===== src/rtl/ewdt_pkg.sv =====
package ewdt_pkg;

    typedef enum logic [1:0] {
        PER_LONG  = 2'b00,
        PER_MID   = 2'b01,
        PER_SHORT = 2'b10,
        PER_OFF   = 2'b11
    } per_sel_e;

    typedef struct packed {
        logic level;   // synchronised service line
        logic accept;  // one-cycle valid service
    } svc_stat_t;

    typedef struct packed {
        logic fire;    // one-cycle timeout event
        logic hold;    // stretched reset level
    } rst_out_t;

    function automatic int unsigned sel_ticks(per_sel_e s, int unsigned t_long,
                                              int unsigned t_mid, int unsigned t_short);
        case (s)
            PER_LONG:  return t_long;
            PER_MID:   return t_mid;
            PER_SHORT: return t_short;
            default:   return 0;
        endcase
    endfunction

    function automatic int unsigned max3(int unsigned a, int unsigned b, int unsigned c);
        int unsigned m;
        m = (a > b) ? a : b;
        return (m > c) ? m : c;
    endfunction

endpackage


===== src/rtl/ewdt_svc_filter.sv =====
module ewdt_svc_filter
    import ewdt_pkg::*;
#(
    parameter int unsigned MIN_LOW = 20
) (
    input  logic      clk,
    input  logic      rst,
    input  logic      svc_raw,
    output svc_stat_t stat
);
    localparam int unsigned LW = $clog2(MIN_LOW + 1);

    logic [1:0]    sync_q;
    logic [LW-1:0] low_run;

    always_ff @(posedge clk) begin
        if (rst) begin
            sync_q  <= 2'b11;
            low_run <= '0;
        end else begin
            sync_q <= {sync_q[0], svc_raw};
            if (sync_q[1])
                low_run <= '0;
            else if (low_run != LW'(MIN_LOW))
                low_run <= low_run + 1'b1;
        end
    end

    assign stat.level  = sync_q[1];
    assign stat.accept = !sync_q[1] && (low_run == LW'(MIN_LOW - 1));

    // a service needs a low run, so the line was already low a cycle earlier
    a_r5_low_before_accept: assert property (@(posedge clk) disable iff (rst)
        stat.accept |-> $past(stat.level == 1'b0));

    // an accepted service is reported once per low run
    a_r4_single_accept: assert property (@(posedge clk) disable iff (rst)
        stat.accept |=> !stat.accept);

endmodule


===== src/rtl/ewdt_interval.sv =====
module ewdt_interval
    import ewdt_pkg::*;
#(
    parameter int unsigned TICK_CYC = 50000,
    parameter int unsigned T_LONG   = 1400,
    parameter int unsigned T_MID    = 600,
    parameter int unsigned T_SHORT  = 200
) (
    input  logic     clk,
    input  logic     rst,
    input  per_sel_e sel_q,
    input  logic     restart,
    output logic     expire
);
    localparam int unsigned PW   = $clog2(TICK_CYC + 1);
    localparam int unsigned TMAX = max3(T_LONG, T_MID, T_SHORT);
    localparam int unsigned TW   = $clog2(TMAX + 1);

    logic [PW-1:0] pre;
    logic [TW-1:0] tk;
    logic [TW-1:0] lim_m1;
    logic          pre_end;

    always_comb begin
        lim_m1  = TW'(sel_ticks(sel_q, T_LONG, T_MID, T_SHORT)) - 1'b1;
        pre_end = (pre == PW'(TICK_CYC - 1));
        expire  = !restart && pre_end && (tk == lim_m1);
    end

    always_ff @(posedge clk) begin
        if (rst || restart || expire) begin
            pre <= '0;
            tk  <= '0;
        end else if (pre_end) begin
            pre <= '0;
            tk  <= tk + 1'b1;
        end else begin
            pre <= pre + 1'b1;
        end
    end

    // tick count never passes the longest period
    a_r2_no_overflow: assert property (@(posedge clk) disable iff (rst)
        tk <= TW'(TMAX));

    // a restart leaves the whole count at zero
    a_r8_cleared_after_restart: assert property (@(posedge clk) disable iff (rst)
        $past(restart) |-> (pre == '0 && tk == '0));

endmodule


===== src/rtl/ewdt_reset_stretch.sv =====
module ewdt_reset_stretch
    import ewdt_pkg::*;
#(
    parameter int unsigned HOLD_CYC = 10000000
) (
    input  logic     clk,
    input  logic     rst,
    input  logic     expire,
    output rst_out_t ro
);
    localparam int unsigned HW = $clog2(HOLD_CYC + 1);

    logic [HW-1:0] hc;

    always_ff @(posedge clk) begin
        if (rst) begin
            ro <= '0;
            hc <= '0;
        end else begin
            ro.fire <= expire;
            if (expire) begin
                ro.hold <= 1'b1;
                hc      <= HW'(HOLD_CYC - 1);
            end else if (ro.hold) begin
                if (hc == '0)
                    ro.hold <= 1'b0;
                else
                    hc <= hc - 1'b1;
            end
        end
    end

    // the timeout event is a single-cycle pulse
    a_r7_single_pulse: assert property (@(posedge clk) disable iff (rst)
        ro.fire |=> !ro.fire);

    // reset level only starts together with a timeout event
    a_r7_rise_with_fire: assert property (@(posedge clk) disable iff (rst)
        $rose(ro.hold) |-> ro.fire);

endmodule


===== src/rtl/edge_wdt.sv =====
module edge_wdt
    import ewdt_pkg::*;
#(
    parameter int unsigned CLK_PER_TICK = 50000,
    parameter int unsigned TICKS_LONG   = 1400,
    parameter int unsigned TICKS_MID    = 600,
    parameter int unsigned TICKS_SHORT  = 200,
    parameter int unsigned RESET_TICKS  = 200,
    parameter int unsigned MIN_LOW_CYC  = 20
) (
    input  logic       clk,
    input  logic       rst,
    input  logic       svc_n,
    input  logic [1:0] period_sel,
    output logic       wdt_fire,
    output logic       wdt_reset
);
    localparam int unsigned HOLD_CYC = RESET_TICKS * CLK_PER_TICK;

    per_sel_e  sel_q;
    svc_stat_t svc;
    rst_out_t  ro;
    logic      code_chg;
    logic      restart;
    logic      expire;

    always_ff @(posedge clk) begin
        if (rst) sel_q <= PER_OFF;
        else     sel_q <= per_sel_e'(period_sel);
    end

    assign code_chg = (per_sel_e'(period_sel) != sel_q);
    assign restart  = svc.accept || code_chg || (sel_q == PER_OFF) || ro.hold;

    ewdt_svc_filter #(.MIN_LOW(MIN_LOW_CYC)) i_filter (
        .clk(clk), .rst(rst), .svc_raw(svc_n), .stat(svc)
    );

    ewdt_interval #(
        .TICK_CYC(CLK_PER_TICK), .T_LONG(TICKS_LONG),
        .T_MID(TICKS_MID), .T_SHORT(TICKS_SHORT)
    ) i_interval (
        .clk(clk), .rst(rst), .sel_q(sel_q), .restart(restart), .expire(expire)
    );

    ewdt_reset_stretch #(.HOLD_CYC(HOLD_CYC)) i_stretch (
        .clk(clk), .rst(rst), .expire(expire), .ro(ro)
    );

    assign wdt_fire  = ro.fire;
    assign wdt_reset = ro.hold;

    // an off code in the previous cycle means no event now
    a_r3_off_silent: assert property (@(posedge clk) disable iff (rst)
        $past(sel_q == PER_OFF) |-> !wdt_fire);

    // a code change in the previous cycle blocks an event now
    a_r9_change_restarts: assert property (@(posedge clk) disable iff (rst)
        $past(code_chg) |-> !wdt_fire);

    // no new event while the reset level from the last one is held
    a_r8_no_fire_in_hold: assert property (@(posedge clk) disable iff (rst)
        $past(wdt_reset) && wdt_reset |-> !wdt_fire);

endmodule


===== config.mk =====
export PLATFORM = sky130hd
export DESIGN_NAME = edge_wdt
export DESIGN_NICKNAME = d
export VERILOG_FILES = /design/src/rtl/ewdt_pkg.sv /design/src/rtl/ewdt_svc_filter.sv /design/src/rtl/ewdt_interval.sv /design/src/rtl/ewdt_reset_stretch.sv /design/src/rtl/edge_wdt.sv
export SDC_FILE = /design/constraint.sdc
export NUM_CORES = 1
export LEC_CHECK = 0
export BUFFER_PORTS_ARGS = -buffer_cell sky130_fd_sc_hd__buf_4
export CAP_MARGIN = 30
export CORE_MARGIN = 10
export CORE_UTILIZATION = 40
export DETAILED_ROUTE_END_ITERATION = 16
export GPL_TIMING_DRIVEN = 0
export HOLD_SLACK_MARGIN = 0.15
export PLACE_DENSITY = 0.66
export SYNTH_ARGS = -nofsm -noshare
export SYNTH_HDL_FRONTEND = slang
export SYNTH_SLANG_ARGS = --single-unit

===== constraint.sdc =====
create_clock -name clk -period 2.9 [get_ports clk]
set_input_delay 0.435 -clock clk [delete_from_list [all_inputs] [get_ports clk]]
set_output_delay 0.435 -clock clk [all_outputs]
set_load 0.005 [all_outputs]

# After elaboration in Yosys (flattened, before gate mapping)
# Index checks and enable logic that the tools add are counted.
[word_totals]
reg_bits = 62
input_bits = 5
output_inout_bits = 2
wordCells = 49
[classes]
add_sub_neg = 5
n_eq_ne = 9
muxes = 7
n_bitwise = 1
reduce_logical = 18
[op_table]
columns = ["operator", "n"]
rows = [
  ["$mux 24", 3],
  ["$pmux 11 s3", 1],
  ["$logic_not 24->1", 1],
  ["$sub 24x1->24 const B", 1],
  ["$add 16x1->16 const B", 1],
  ["$eq 16x16->1 const B", 1],
  ["$add 11x1->11 const B", 1],
  ["$eq 11x11->1", 1],
  ["$sub 11x1->11 const B", 1],
  ["$reduce_or 2->1", 3],
  ["$add 5x1->5 const B", 1],
  ["$eq 5x5->1 const B", 1],
  ["$logic_or 1x1->1", 5],
  ["$ne 5x5->1 const B", 1],
  ["$eq 2x2->1 const B", 2],
  ["$reduce_and 2->1", 2],
  ["$logic_and 1x1->1", 3],
  ["$mux 1", 3],
  ["$eq 2x1->1 const B", 1],
  ["$logic_not 1->1", 2],
  ["$logic_not 2->1", 1],
  ["$ne 2x2->1", 1],
  ["$ne 2x2->1 const B", 1],
  ["$reduce_bool 2->1", 1],
  ["$not 1->1", 1],
]

# Depth between registers and ports, before layout
[depth]
depth_word = 10
ltp_mapped = 9
ltp_nobuf = 7

# By module
# From an unflattened synthesis, not the netlist that was laid out.
[hier_totals]
hier_cells = 344
area_unflattened_um2 = 3129.3
[modules_own_cells]
columns = ["mod", "n_inst", "cells_each", "area_per_inst_um2", "seq_area_each_um2"]
rows = [
  ["ewdt_interval", 1, 162, 1446.4, 540.5],
  ["ewdt_reset_stretch", 1, 143, 1277.5, 520.5],
  ["ewdt_svc_filter", 1, 30, 316.6, 140.1],
  ["edge_wdt", 1, 9, 88.8, 40.0],
]

# Worst setup path after synthesis
# Ideal clock, no wire load.
[synth_path]
path_type = "reg-to-reg"
startpoint = "reg i_stretch.hc[4]"
endpoint = "reg i_stretch.hc[19]"
setup_ns = 0.067
arrival_ns = 2.186
t_required_ns = 2.833
setup_slack_ns = 0.647
path_stages_with_launch = 7
path_buffers = 1
synth_period_minus_slack_ns = 2.253
cell_sequence = "dfxtp_1 -> or4_4 -> or2_1 -> or4_1 -> buf_2 -> or4_1 -> nand3_1"
[synth_between]
elab_chain_cells = 4
elab_cells_between_ends = 7
classes_between = "add/sub (1); eq/ne (1); mux (3); reduce/logical (2)"
[synth_rtl]
columns = ["item", "line_no", "rtl"]
rows = [
  ["start: declaration", "ewdt_reset_stretch.sv:13", "logic [HW-1:0] hc;"],
  ["start signal: assignment", "ewdt_reset_stretch.sv:23", "hc <= HW'(HOLD_CYC - 1);"],
  ["start signal: assignment", "ewdt_reset_stretch.sv:28", "hc <= hc - 1'b1;"],
  ["$sub 24x1->24", "ewdt_reset_stretch.sv:28", ""],
  ["$mux 24", "ewdt_reset_stretch.sv:25", "if (hc == '0)"],
  ["$mux 24", "ewdt_reset_stretch.sv:24", "end else if (ro.hold) begin"],
  ["$mux 24", "ewdt_reset_stretch.sv:21", "if (expire) begin"],
]
# Parallel ways exist; a longest one is shown, timed or not. The select of a mux whose other input is x is not followed.
# A chain may end at the register's enable or synchronous reset.

# Worst setup path after layout
[layout_path]
startpoint = "reg i_interval.pre[0]"
endpoint = "reg i_stretch.hc[18]"
[layout_between]
elab_chain_cells = 4
[layout_rtl]
columns = ["item", "line_no", "rtl"]
rows = [
  ["start: declaration", "ewdt_interval.sv:19", "logic [PW-1:0] pre;"],
  ["start signal: assignment", "ewdt_interval.sv:38", "pre <= pre + 1'b1;"],
  ["$eq 16x16->1", "ewdt_interval.sv:26", "pre_end = (pre == PW'(TICK_CYC - 1));"],
  ["$logic_and 1x1->1 (2 in series)", "ewdt_interval.sv:27", "expire = !restart && pre_end && (tk == lim_m1);"],
  ["$reduce_or 2->1 (no source line)", "--", ""],
]
# Every way passes these cells.

==> results.json <==
{
  "syn2layout_area_growth_pct": 12.31,
  "antenna_found_initial": 0,
  "syn_nets": 352,
  "register_area_sq_um": 1241,
  "port_buffers": 6,
  "synthMuxAreaShare_pct": 0.7092,
  "clock-sinks": 62,
  "cts_tree": "yes",
  "cts-htree-levels": 3,
  "cts_root_buffer": "clkbuf_8",
  "fin_crit_ps": 2587,
  "yosys.area_share.simple_pct": 26.49,
  "clock.fmax_mhz": 386.6,
  "finalMaxSlewViolations": 0,
  "end_kind": "register",
  "rsz0062_at_grt": "no",
  "die_x_um": 106.6,
  "drc": 0,
  "first_pass_iters": 4,
  "synth-async-reset-ratio_pct": 0,
  "crit_arrival_ps": 2780,
  "final.setup.tns_ps": 0,
  "ir_worst_vdd_mv": 0.2198,
  "nFillCells": 705,
  "start_util_pct": 41.35,
  "synth_top_family_by_area": "simple AND/OR/NAND/NOR gates",
  "crit_type": "register to register",
  "hold_viol": 0,
  "rows": 31,
  "grt_use_met3_pct": 4.371,
  "yosysMostFrequentCell": "dfxtp_1",
  "first_global_vias": 2289,
  "wire_per_inst_um": 12.92,
  "netlist_area_sq_um": 2999,
  "dr_total_vias": 2421,
  "crit_required_ps": 3090,
  "cpPeakStageDelay_ps": 710,
  "slew-limit-headroom_pct": 40.01,
  "gp_congestion": 0.7907,
  "synth_compound_area_share_pct": 11.93,
  "worst_slew_pin_slew_ps": 893.8,
  "post-route-period-util_pct": 89.19,
  "multi_input_area_sq_um": 1642,
  "netlist_top_cells_count": "62 x dfxtp_1, 45 x nor2_1, 32 x xnor2_1",
  "drt-total-wl_um": 5945,
  "yosys_warnings": 0,
  "cp-start-kind": "register",
  "overflow": 0,
  "grt_pass1_wl_um": 10600,
  "antenna_cells": 0,
  "cts-hold-fix-buffers": 0,
  "p_per_area_nw_per_um2": 494.4,
  "synthTopCellsByArea": "dfxtp_1 41%, xnor2_1 9.3%, nor2_1 5.6%",
  "dr.first_iter.drc_count": 169,
  "ios": 7,
  "vias_per_cell": 5.263,
  "use_met2_pct": 16.42,
  "maxCapViolations": 0,
  "syn_inst": 339,
  "clkTransAtPathRegs_ps": 70,
  "busiest_layer": "met2",
  "synth_xor_area_share_pct": 12.27,
  "finalClockSkew_ps": 11.08,
  "synth_top_cell_by_area": "dfxtp_1",
  "r2r_setup_slack_ps": 310,
  "die_h_um": 106.6,
  "clk_latency_ps": 340,
  "synth_top_area_share_pct": 41.39,
  "hpwl_um": 4177,
  "status": "finished clean",
  "synth_area_per_cell_sq_um": 8.847,
  "coreArea_sq_um": 7253,
  "clockBufferDepth": 2,
  "crit_slowest_cell": "o21ai_1",
  "setup_viol": 0,
  "gr-usage-all-layers_pct": 11.32,
  "yosysSeqAreaShare_pct": 41.39,
  "synth_edf_count": 0,
  "synthAdderAreaFrac_pct": 3.338,
  "final_nets": 369,
  "drive_gt1_share_pct": 11.63,
  "grt_start_max_net_pins": 11,
  "critPathMaxFanout": 10,
  "cts_resized": 0,
  "ant_nets": 0,
  "grtUsageMet1_pct": 14.89,
  "hold_path_class": "input port to register",
  "p_leak_nw": 1.139,
  "crit_chain": "ha_1 > and3_1 > nand4_1 > a2111o_1 > o21ai_1 > nor2_1",
  "synth.ff_latch_count": 62,
  "yosysUniqueCellTypes": 51,
  "die-area_sq_um": 11360,
  "post_cts.repair.setup_buffers": 0,
  "numCtsBuffers": 9,
  "ys.flop_type": "dfxtp_1",
  "fin_util_pct": 46.44
}
[path summary, 6_finish.rpt]
path | startpoint | endpoint | cells after the start
min reg2reg | i_filter.sync_q[0] | i_filter.sync_q[1] | 1
max | i_interval.pre[0] | i_stretch.hc[18] | 6
min | svc_n | i_filter.sync_q[0] | 2
max reg2reg | i_interval.pre[0] | i_stretch.hc[18] | 6
[power by group]
group / leakage [nW] / internal (mW) / switching (mW) / total (mW)
registers: 0.500 / 0.855 / 0.00416 / 0.859
logic: 0.533 / 0.0131 / 0.0234 / 0.0365
clock network: 0.106 / 0.440 / 0.330 / 0.770
total: 1.14 / 1.31 / 0.357 / 1.67
[final cells by class]
| cell class | instances | share of cell area (%) |
|---|---|---|
| Timing Repair Buffer | 6 | 1.337 |
| Clock buffer | 12 | 4.606 |
| Sequential cell | 62 | 36.85 |
| Multi-Input combinational cell | 249 | 48.74 |
| Buffer | 14 | 1.895 |
| Inverter | 14 | 1.560 |
| Clock inverter | 4 | 1.337 |
| Tap cell | 99 | 3.678 |
[cells in the final DEF, fill, tap and decap left out, types with 10 or more instances in the layout]
cell	instances
nand2_1	13
clkbuf_1	11
a21oi_1	18
nand3_1	13
nor2_1	45
xnor2_1	32
inv_1	14
dfxtp_1	62
nor3_1	12
xor2_1	10
clkbuf_8	11
[critical path: cells and delay by family (launching register included)]
kind | cells | cell delay, ps
compound gates | 2 | 1220
simple gates | 3 | 630
flops | 1 | 370
fa+ha+maj | 1 | 220
[flip-flops by register name, summed over array words and instances (netlist names)]
signal	count
i_stretch.hc	24
sel_q	2
i_filter.low_run	5
i_interval.tk	11
i_filter.sync_q	2
i_interval.pre	16
i_stretch.ro	2
[per-layer routing]
layer | routed length [um] | up-vias
li1 | - | 1235
met1 | 3007 | 1145
met2 | 2572 | 32
met3 | 278 | 9
met4 | 87 | 0
met5 | 0 | -
[stage by stage]
stage          total power, mW  area [sq um]  std cells  setup WS (ps)  hold slack, ps
2_1_floorplan           0.8999          2999        339          647.2           389.5
3_3_place_gp            0.9144          3168        444          313.6           391.5
3_5_place_dp            0.9152          3168        444          298.2           398.0
4_1_cts                  1.684          3368        460          287.7           270.3
5_1_grt                  1.733          3368        460          49.77           266.0
6_report                 1.665          3368        460          313.4           284.0
[logic make-up after synthesis]
kind of cell | Yosys count
AND/OR/NAND/NOR | 145
flip-flops | 62
AO/OA/AOI/OAI | 52
XOR/XNOR | 42
buffers and inverters | 28
adder cells (fa/ha/maj) | 8
multiplexers | 2
Power figures use the tool's default switching activity.
